### src/rtl/cmp52_pkg.sv
package cmp52_pkg;

  // Results of the operand-only stage of one cell
  typedef struct packed {
    logic par4;    // parity of operands 1..4
    logic par5;    // parity of operands 1..5
    logic fwd1;    // forward carry 1
    logic fwd2;    // forward carry 2
  } opndStage_t;

  // Results of the horizontal stage of one cell
  typedef struct packed {
    logic sumBit;
    logic carryBit;
  } horizStage_t;

  function automatic opndStage_t opndStage(input logic [4:0] ops);
    opndStage_t r;
    r.par4 = ops[0] ^ ops[1] ^ ops[2] ^ ops[3];
    r.par5 = r.par4 ^ ops[4];
    r.fwd1 = r.par4 ? ops[4] : ops[3];
    r.fwd2 = (ops[0] ^ ops[1]) ? ops[2] : ops[0];
    return r;
  endfunction

  // Half adder on the incoming carries, then one select
  function automatic horizStage_t horizStage(input logic par5,
                                             input logic cinA,
                                             input logic cinB);
    horizStage_t r;
    logic haX;
    haX        = cinA ^ cinB;
    r.sumBit   = par5 ^ haX;
    r.carryBit = haX ? par5 : cinA;
    return r;
  endfunction

endpackage

### src/rtl/cmp52_cell.sv
module cmp52_cell
  import cmp52_pkg::*;
(
  input  logic [4:0] ops,
  input  logic       cinA,
  input  logic       cinB,
  output logic       sumO,
  output logic       carryO,
  output logic       coutA,
  output logic       coutB
);

  opndStage_t  opnd;
  horizStage_t horiz;

  always_comb begin
    opnd   = opndStage(ops);
    horiz  = horizStage(opnd.par5, cinA, cinB);
    sumO   = horiz.sumBit;
    carryO = horiz.carryBit;
    coutA  = opnd.fwd1;
    coutB  = opnd.fwd2;

    // sum bit is the parity of all seven inputs
    p_sum_parity_r1: assert ((^{ops, cinA, cinB}) == horiz.sumBit);
    // forward carry 1 is 1 only if operand 4 or 5 could supply it
    p_fwd1_src_r2: assert (!opnd.fwd1 || ops[3] || ops[4]);
    // forward carry 2 agrees with a majority count of operands 1..3
    p_fwd2_maj_r3: assert (opnd.fwd2 == ($countones(ops[2:0]) >= 2));
    // carry bit is 1 only if at least one incoming carry is 1
    p_carry_src_r4: assert (!horiz.carryBit || cinA || cinB);
    // weight is preserved across the cell
    p_weight_r5: assert ($countones({ops, cinA, cinB}) ==
                         {2'b00, horiz.sumBit} +
                         3'd2 * ({2'b00, horiz.carryBit} + {2'b00, opnd.fwd1} +
                                 {2'b00, opnd.fwd2}));
  end

endmodule

### src/rtl/cmp52_row.sv
module cmp52_row #(
  parameter int W = 16
) (
  input  logic [W-1:0] opA,
  input  logic [W-1:0] opB,
  input  logic [W-1:0] opC,
  input  logic [W-1:0] opD,
  input  logic [W-1:0] opE,
  output logic [W-1:0] sumVec,
  output logic [W-1:0] carryVec,
  output logic         topCout1,
  output logic         topCout2
);

  localparam int NLINK = W + 1;

  // link[i] carries into cell i; link[W] leaves the block
  logic [NLINK-1:0] linkA;
  logic [NLINK-1:0] linkB;

  assign linkA[0] = 1'b0;
  assign linkB[0] = 1'b0;

  for (genvar i = 0; i < W; i++) begin : g_cell
    cmp52_cell cell_i (
      .ops    ({opE[i], opD[i], opC[i], opB[i], opA[i]}),
      .cinA   (linkA[i]),
      .cinB   (linkB[i]),
      .sumO   (sumVec[i]),
      .carryO (carryVec[i]),
      .coutA  (linkA[i+1]),
      .coutB  (linkB[i+1])
    );
  end

  assign topCout1 = linkA[W];
  assign topCout2 = linkB[W];

endmodule

### config.mk
export PLATFORM = sky130hd
export DESIGN_NAME = cmp52_row
export DESIGN_NICKNAME = d
export VERILOG_FILES = /design/src/rtl/cmp52_pkg.sv /design/src/rtl/cmp52_cell.sv /design/src/rtl/cmp52_row.sv
export SDC_FILE = /design/constraint.sdc
export NUM_CORES = 1
export LEC_CHECK = 0
export BUFFER_PORTS_ARGS = -buffer_cell sky130_fd_sc_hd__buf_2
export CAP_MARGIN = 10
export CORE_MARGIN = 5
export CORE_UTILIZATION = 40
export DETAILED_ROUTE_END_ITERATION = 8
export GPL_TIMING_DRIVEN = 0
export PLACE_DENSITY = 0.86
export SLEW_MARGIN = 40
export SYNTH_ARGS = -nofsm -noshare
export SYNTH_HDL_FRONTEND = slang
export SYNTH_HIERARCHICAL = 1
export SYNTH_SLANG_ARGS = --single-unit
export TNS_END_PERCENT = 5
### constraint.sdc
create_clock -name vclk -period 1.2
set_input_delay 0.12 -clock vclk [all_inputs]
set_output_delay 0.12 -clock vclk [all_outputs]
set_load 0.1 [all_outputs]
Word level (Yosys, flattened, before mapping)
Cells that the tools add are included.
Widths: inputs -> output; s select.
{ "op_classes": {"muxes": 47, "bitwise": 94} }
{ "op_table": {"columns": ["op", "count"], "rows": [
  ["$xor 1x1->1", 94],
  ["$mux 1", 47]
]} }
{ "totals": {"reg_bits": 0, "inputBits": 80, "output_inout_bits": 34, "word_cells": 141} }

Longest topological paths before layout
Gate-level depths: netlist (run 1).
{ "depth": {"word_depth": 6, "depth_mapped": 4, "ltp_nobuf": 4} }

Hierarchy
Netlist (run 1), hierarchy kept.
{ "by_module_without_submodules": {"columns": ["mod", "instances", "cells_per_inst", "area_per_inst_um2"], "rows": [
  ["cmp52_cell", 16, 10, 100.1],
  ["cmp52_row", 1, 1, 3.8]
]} }

Least setup slack after synthesis (run 1)
OpenSTA, ideal clock, no wires.
{ "synth_timing": {"kind": "input port to output port", "startpoint": "in opC[15]", "endpoint": "out topCout1", "t_arrival_ns": 2.684, "t_required_ns": 1.080, "setup_slack_ns": -1.604, "stages": 2, "n_path_buf": 0, "path_cell_list": "xnor3_2 > o21ai_0"} }
{ "synth_via": {"elab_chain_len": 3} }
{ "synth_rtl": {"columns": ["element", "line_no", "text"], "rows": [
  ["from (decl)", "cmp52_row.sv:6", "input logic [W-1:0] opC,"],
  ["$xor 1x1->1 (2 in a row)", "cmp52_pkg.sv:19", "r.par4 = ops[0] ^ ops[1] ^ ops[2] ^ ops[3];"],
  ["$mux 1", "cmp52_pkg.sv:21", "r.fwd1 = r.par4 ? ops[4] : ops[3];"],
  ["to (decl)", "cmp52_row.sv:11", "output logic topCout1,"]
]} }
Every way passes these cells.

Worst setup path after layout (run 1)
{ "layout_timing": {"startpoint": "in opC[2]", "endpoint": "out sumVec[3]"} }
{ "layout_via": {"elab_chain_len": 5, "elab_cells_between_ends": 6, "cone_classes": "mux: 2; bitwise: 4"} }
{ "layout_rtl": {"columns": ["element", "line_no", "text"], "rows": [
  ["$xor 1x1->1 (2 in a row)", "cmp52_pkg.sv:19", null],
  ["$mux 1", "cmp52_pkg.sv:21", null],
  ["named net linkA[3]", "cmp52_row.sv:18", "logic [NLINK-1:0] linkA;"],
  ["$xor 1x1->1", "cmp52_pkg.sv:32", "haX = cinA ^ cinB;"],
  ["$xor 1x1->1", "cmp52_pkg.sv:33", "r.sumBit = par5 ^ haX;"],
  ["to (decl)", "cmp52_row.sv:9", "output logic [W-1:0] sumVec,"]
]} }
The timed path passes the listed nets, and every way through them passes these cells.

==> results of run 1 <==
==> final timing paths <==
check	startpoint	endpoint	slack (ns)	cells after the start
worst min-delay path	opD[15]	topCout1	0.67	4
worst max-delay path	opC[2]	sumVec[3]	-0.39	6
==> per-stage QoR <==
| stage | util | std cells |
|---|---|---|
| after floorplan | - | 164 |
| after global placement | 0.686 | 327 |
| after detailed placement | 0.686 | 327 |
| after CTS | 0.851 | 327 |
| after global routing | 0.872 | 329 |
| final | 0.872 | 329 |
==> kinds of logic (layout without fill, tap and decap cells) <==
family                   Yosys count  in the layout  share of synthesized area
AO/OA/AOI/OAI                     16             16                     0.0499
XOR/XNOR                          80             80                      0.661
adder cells (fa/ha/maj)           32             32                      0.212
buffers and inverters              0            115                          0
other                              1              4                    0.00234
AND/OR/NAND/NOR                   32             32                     0.0748
==> Yosys cell counts (all sizes together) <==
master,instances
xor2,16
maj3,32
xnor3,16
nand2,16
o21ai,16
xnor2,48
conb,1
nor2,16
==> worst max-delay path: stages <==
cell	delay, ns
buf_2	0.09
xnor3_2	0.51
o21ai_4	0.21
xnor2_2	0.18
xnor2_4	0.16
buf_12	0.19
==> what timing repair did <==
action | 4_1_cts | 5_1_grt
setup endpoints to repair | 32 | 32
buffers inserted | 0 | 2
pin swaps | 20 | 6
gates cloned | 0 | 0
gates resized for setup | 137 | 10
==> cell type report <==
cell class | count | area [um2]
fillers | 161 | 503
well taps | 50 | 62.6
multi-input cells | 164 | 2380
repair buffers | 115 | 995
==> per-layer routing <==
layer	global-route usage	wire [um]	up-vias
met5	0	0	-
met4	0.0342	110	0
met3	0.0465	581	8
met2	0.401	2980	86
met1	0.198	1660	778
li1	-	-	790
==> where the power goes <==
part / internal (W) / switching, W / total [W] / leakage, nW
Clock: 0 / 0 / 0 / 0
Sequential: 0 / 0 / 0 / 0
Combinational: 0.00278 / 0.00433 / 0.00711 / 1.55
==> metrics.md, run 1 <==
| Metric | Value |
|---|---|
| Status | `finished, violations left` |
| Failing checks | `negative setup slack` |
| Area added between synthesis and finish | `114%` |
| Hold slack | `0.666 ns` |
| Worst EP arrival | `1.47 ns` |
| Final instance area | `0.00344 mm2` |
| Setup TNS | `-10.53 ns` |
| Max-cap violation count | `0` |
| First-pass GRT wire length | `8.47 mm` |
| Antenna Cells | `0` |
| Post-DR vias/cell | `5.05` |
| Largest net degree at the start of global routing | `4` |
| Initial antenna violation count | `0` |
| RSZ-0062 raised after global routing | `true` |
| Seq/Total Area, Yosys | `0` |
| Final setup viols | `31` |
| Starting density of the core | `0.407` |
| TritonRoute pass-1 iters | `4` |
| Most frequent cells in the layout | `buf_2, xnor2_4, buf_12` |
| Core area | `0.00394 mm2` |
| Vias in the first global route | `1808` |
| Crit Path Class | `input pin to output port` |
| Via count | `1662` |
| Register Area | `0 um2` |
| Worst Setup Start Kind | `input pin` |
| Worst slew pin tran | `0.510 ns` |
| Die height | `73.4 um` |
| Final Cycle Share | `1.33` |
| Tmin final | `1.59 ns` |
| DR iter-0 viols | `21` |
| Detailed Place HPWL | `3.81 mm` |
| Synthesized area | `0.00161 mm2` |
| Post-cts hold buffer count | `0` |
| Max Slew Vio Count | `0` |
| GRT Util Overall | `0.196` |
| DRC violations left | `0` |
| Synth area leader | `xnor3_2` |
| Die boundary width | `73.4 um` |
| Final Hold Vio Count | `0` |
| Worst hold path type | `input pin to output port` |
| Distinct cells, synth | `10` |
| Worst-path fanout max | `2` |
| Fmax | `629 MHz` |
| # IOs | `114` |
| CP Data Required Time | `1.08 ns` |
| Seq_cells | `0` |
| Die ar. | `0.00538 mm2` |
| Top-area cell type share of the netlist area | `0.237` |
| PnR worst setup slack | `-0.391 ns` |
| Share of cells above drive strength 1 | `0.753` |
| Final wirelength | `5.33 mm` |
| WL per Instance | `16.2 um` |
| PnR Total Power | `0.00711 W` |
| Ys Warns | `6` |
| Commonest non-fill, non-tap cell in the layout | `buf_2` |
| Slew Limit Headroom | `0.661` |
| Nets | `361` |
| Power per cell area | `2070 mW/mm2` |
| Cell Rows | `23` |
| Pre-CTS WS | `-0.618 ns` |
| Worst VDD drop | `1.50 mV` |
| Largest cells by area after synthesis | `xnor3_2, xnor2_1, xnor2_2` |
| Number of I/O port buffers | `113` |
| GRT overflow | `0` |
| Worst setup EP type | `output port` |
| Gate Count Post-Synth | `161` |
| DP Area | `0.00271 mm2` |
| Synthesized area per cell | `9.97 um2` |
| Routed Antenna Nets | `0` |
| RD Place Congestion | `0.733` |
| Leak Pwr | `1.55 nW` |
| CLK BUF | `0` |
(Power assumes the default switching activity.)
==> inputs of run 2 (changes only) <==
--- a/config.mk
+++ b/config.mk
@@ -5,13 +5,15 @@
 export SDC_FILE = /design/constraint.sdc
 export NUM_CORES = 1
 export LEC_CHECK = 0
+export ABC_AREA = 1
 export BUFFER_PORTS_ARGS = -buffer_cell sky130_fd_sc_hd__buf_2
 export CAP_MARGIN = 10
+export CORE_ASPECT_RATIO = 1.5
 export CORE_MARGIN = 5
 export CORE_UTILIZATION = 40
 export DETAILED_ROUTE_END_ITERATION = 8
 export GPL_TIMING_DRIVEN = 0
-export PLACE_DENSITY = 0.86
+export PLACE_DENSITY = 0.76
 export SLEW_MARGIN = 40
 export SYNTH_ARGS = -nofsm -noshare
 export SYNTH_HDL_FRONTEND = slang
==> metrics.md, run 2 <==
| Metric | Value |
|---|---|
| Status | `did not finish` |
| Halt Stage | `global routing` |
| Tool Error | `[ERROR GRT-0232] Routing congestion too high. Check the congestion heatmap in the GUI.` |
| Top-area cell type share of the netlist area | `0.252` |
| Type of pin the worst path ends at | `top-level output` |
| Cell Rows | `35` |
| Post-cts hold buffer count | `0` |
| Distinct cells, synth | `7` |
| Largest cells by area after synthesis | `nand3_2, nand2_1, nand2_2` |
| RD Place Congestion | `0.803` |
| Synthesized area per cell | `5.12 um2` |
| Starting density of the core | `0.412` |
| Ys Warns | `6` |
| Seq/Total Area, Yosys | `0` |
| GRT Util Overall | `0.485` |
| Synthesized area | `0.00255 mm2` |
| Worst EP post-GRT repair | `carryVec[3]` |
| Most common cell in the netlist | `nand2_1` |
| Die height | `108 um` |
| Die boundary width | `75.1 um` |
| Gate Count Post-Synth | `497` |
| Synth area leader | `nand3_2` |
| DP Area | `0.00348 mm2` |
| Detailed Place HPWL | `5.89 mm` |
| Synth top cells by count | `nand2_1, inv_1, nand2_2, nand3_1, nand3_2` |
| Largest net degree at the start of global routing | `5` |
| Number of I/O port buffers | `113` |
| # IOs | `114` |
| GRT overflow | `2` |
[run 2: cell types whose count changed after synthesis, sizes merged]
| cell | before | now |
|---|---|---|
| nor2 | 16 | 32 |
| nand2 | 16 | 224 |
| xnor3 | 16 | 0 |
| xnor2 | 48 | 0 |
| inv | 0 | 112 |
| o21ai | 16 | 0 |
| maj3 | 32 | 0 |
| xor2 | 16 | 0 |
| nand3 | 0 | 128 |
[run 2: kinds of logic after synthesis]
logic type / after synthesis / synth area share
AND/OR/NAND/NOR: 384 / 0.833
buffers and inverters: 112 / 0.165
other: 1 / 0.00147
[run 2: layer usage]
layer | track usage | GRT overflow
met1 | 0.448 | 0
met4 | 0.440 | 1
met2 | 0.757 | 1
met5 | 0 | 0
met3 | 0.236 | 0
[run 2: per-stage QoR]
stage                     hold WS [ns]  setup slack [ns]  std cells  setup TNS (ns)
after floorplan                  0.564            -0.171        500           -5.10
after global placement           0.777            -0.658        687          -18.15
after detailed placement         0.781            -0.690        687          -19.35
after CTS                        0.716            -0.260        734           -7.41
[run 2: repair_timing]
action                                  4_1_cts
gates resized for setup                     445
gates cloned                                  0
endpoints found under the setup margin       32
endpoints found under the hold margin         0
setup buffers                                47
pin swaps                                   183
==> inputs of run 3 (changes only) <==
--- a/config.mk
+++ b/config.mk
@@ -8,12 +8,11 @@
 export ABC_AREA = 1
 export BUFFER_PORTS_ARGS = -buffer_cell sky130_fd_sc_hd__buf_2
 export CAP_MARGIN = 10
-export CORE_ASPECT_RATIO = 1.5
 export CORE_MARGIN = 5
-export CORE_UTILIZATION = 40
+export CORE_UTILIZATION = 25
 export DETAILED_ROUTE_END_ITERATION = 8
 export GPL_TIMING_DRIVEN = 0
-export PLACE_DENSITY = 0.76
+export PLACE_DENSITY_LB_ADDON = 0.15
 export SLEW_MARGIN = 40
 export SYNTH_ARGS = -nofsm -noshare
 export SYNTH_HDL_FRONTEND = slang
==> constraint.sdc (replaced) <==
create_clock -name vclk -period 1.6
set_input_delay 0.16 -clock vclk [all_inputs]
set_output_delay 0.16 -clock vclk [all_outputs]
set_load 0.1 [all_outputs]
==> metrics.md, run 3 <==
| Metric | Value |
|---|---|
| Status | `finished, violations left` |
| Failing checks | `negative setup slack` |
| Crit Path Class | `input pin to output port` |
| First-pass GRT wire length | `12.9 mm` |
| Max-cap violation count | `0` |
| CP peak stage delay | `0.18 ns` |
| Seq/Total Area, Yosys | `0` |
| Fillers | `900` |
| Distinct cells, synth | `7` |
| RD Place Congestion | `0.777` |
| Detailed Place HPWL | `6.16 mm` |
| Leak Pwr | `2.92 nW` |
| WL per Instance | `11.3 um` |
| Final wirelength | `8.95 mm` |
| Largest cells by area after synthesis | `nand3_2, nand2_1, nand2_2` |
| Final Util | `0.550` |
| Pre-CTS WS | `-0.282 ns` |
| Initial antenna violation count | `0` |
| Most common cell in the netlist | `nand2_1` |
| GRT Util Overall | `0.114` |
| Routed Antenna Nets | `0` |
| Share of cells above drive strength 1 | `0.806` |
| Antenna Cells | `0` |
| Ys Warns | `6` |
| Die boundary width | `111 um` |
| Die ar. | `0.0123 mm2` |
| # IOs | `114` |
| GRT overflow | `0` |
| PnR worst setup slack | `-0.00428 ns` |
| Critical path's slowest cell | `buf_12` |
| Adder-Cell Fraction of Synth Area | `0` |
| CLK BUF | `0` |
| Nets | `742` |
| Vias in the first global route | `3296` |
| Post-synthesis compound-gate area fraction | `0` |
| Worst-path fanout max | `3` |
| Core area | `0.00986 mm2` |
| XOR/XNOR Fraction of Synth Area | `0` |
| Worst hold path type | `input pin to output port` |
| Top-area cell type share of the netlist area | `0.252` |
| Final Hold Vio Count | `0` |
| RSZ-0062 raised after global routing | `true` |
| Met2 wire length | `5.06 mm` |
| Worst setup EP type | `output port` |
| Placed insts | `746` |
| Post-DR vias/cell | `4.54` |
| PnR Total Power | `0.00377 W` |
| CP Data Required Time | `1.44 ns` |
| Via count | `3599` |
| Gate Count Post-Synth | `497` |
| Final setup viols | `1` |
| CP cell instances | `buf_4 > inv_4 > nand2_1 > nand3_2 > nand2_2 > nand2_2 > nand3_2 > nand2_2 > nand2_2 > inv_2 > nor2_4 > inv_2 > nand3_2 > nand2_2 > buf_12` |
| Seq_cells | `0` |
| TritonRoute pass-1 iters | `4` |
| Most Frequent Cell on Critical Path | `nand2_2` |
| DRC violations left | `0` |
| Largest family of logic cells by synthesized area | `simple AND/OR/NAND/NOR gates` |
| Post-Route M1 WL | `3.36 mm` |
| Most frequent cells in the layout | `nand2_2, buf_4, buf_2` |
| Number of I/O port buffers | `113` |
| Setup TNS | `-0.00428 ns` |
| Area of the multi-input gates | `0.00329 mm2` |
| Power per cell area | `694 mW/mm2` |
| Fmax | `623 MHz` |
| Synthesized area | `0.00255 mm2` |
| Largest net degree at the start of global routing | `5` |
| Synthesized area per cell | `5.12 um2` |
| Met3 WL post-DR | `476 um` |
| Worst EP arrival | `1.44 ns` |
| Synth area leader | `nand3_2` |
| Tmin final | `1.60 ns` |
| Non-filler instance count after layout | `793` |
| Worst Setup Start Kind | `input pin` |
| Commonest non-fill, non-tap cell in the layout | `nand2_2` |
| Max Slew Vio Count | `0` |
| Top Layer Used | `met4` |
| DR iter-0 viols | `117` |
| Synth top cells by count | `nand2_1, inv_1, nand2_2, nand3_1, nand3_2` |
| Cell Rows | `36` |
| Post-cts hold buffer count | `0` |
| Mux share of post-synthesis cell area | `0` |
| Register Area | `0 um2` |
| Worst VDD drop | `0.473 mV` |
| Final Cycle Share | `1.00` |
| Synth Area in Simple Gates | `0.833` |
| Area added between synthesis and finish | `113%` |
| Starting density of the core | `0.258` |
| Die height | `111 um` |
==> run 3: cell counts after synthesis <==
Identical to the previous run, type by type.
==> run 3: worst paths after layout <==
check                    from         end  slack (ns)  depth (start not counted)
worst max-delay path  opA[12]  sumVec[13]      -0.004                         15
worst min-delay path  opE[15]  sumVec[15]        0.77                          5
==> run 3: power breakdown <==
group	total (W)	switching [W]	internal, W
Combinational	0.00377	0.00242	0.00135
Sequential	0	0	0
Clock	0	0	0
==> run 3: repair_timing <==
action,in CTS,in global routing
resized for setup,177,339
buffers inserted,11,36
pin swaps,32,160
setup endpoints to repair,30,31
==> run 3: layout make-up <==
| cell class | count | area share |
|---|---|---|
| multi-input cells | 388 | 0.605 |
| repair buffers | 160 | 0.277 |
| inverters | 112 | 0.0867 |
| well taps | 133 | 0.0307 |
==> run 3: cell families (layout without fill, tap and decap cells) <==
logic type / after synthesis / in the layout
AND/OR/NAND/NOR: 384 / 384
buffers and inverters: 112 / 272
other: 1 / 4
==> run 3: critical path: cells and delay by family <==
kind / cells / cell delay (ns)
buffers and inverters: 5 / 0.48
and+or+nand+nor: 10 / 0.80
==> run 3: metrics by stage <==
stage,hold slack [ns],instance area [um2]
global placement,0.848,3290
floorplan,0.919,2560
global route,0.801,5430
detailed placement,0.849,3290
CTS,0.778,4050
finish,0.770,5430
==> run 3: per-layer routing <==
metal,GRT usage,up-vias
met5,0,-
met4,0.00903,0
met3,0.0273,6
met2,0.221,77
met1,0.131,1669
li1,-,1847
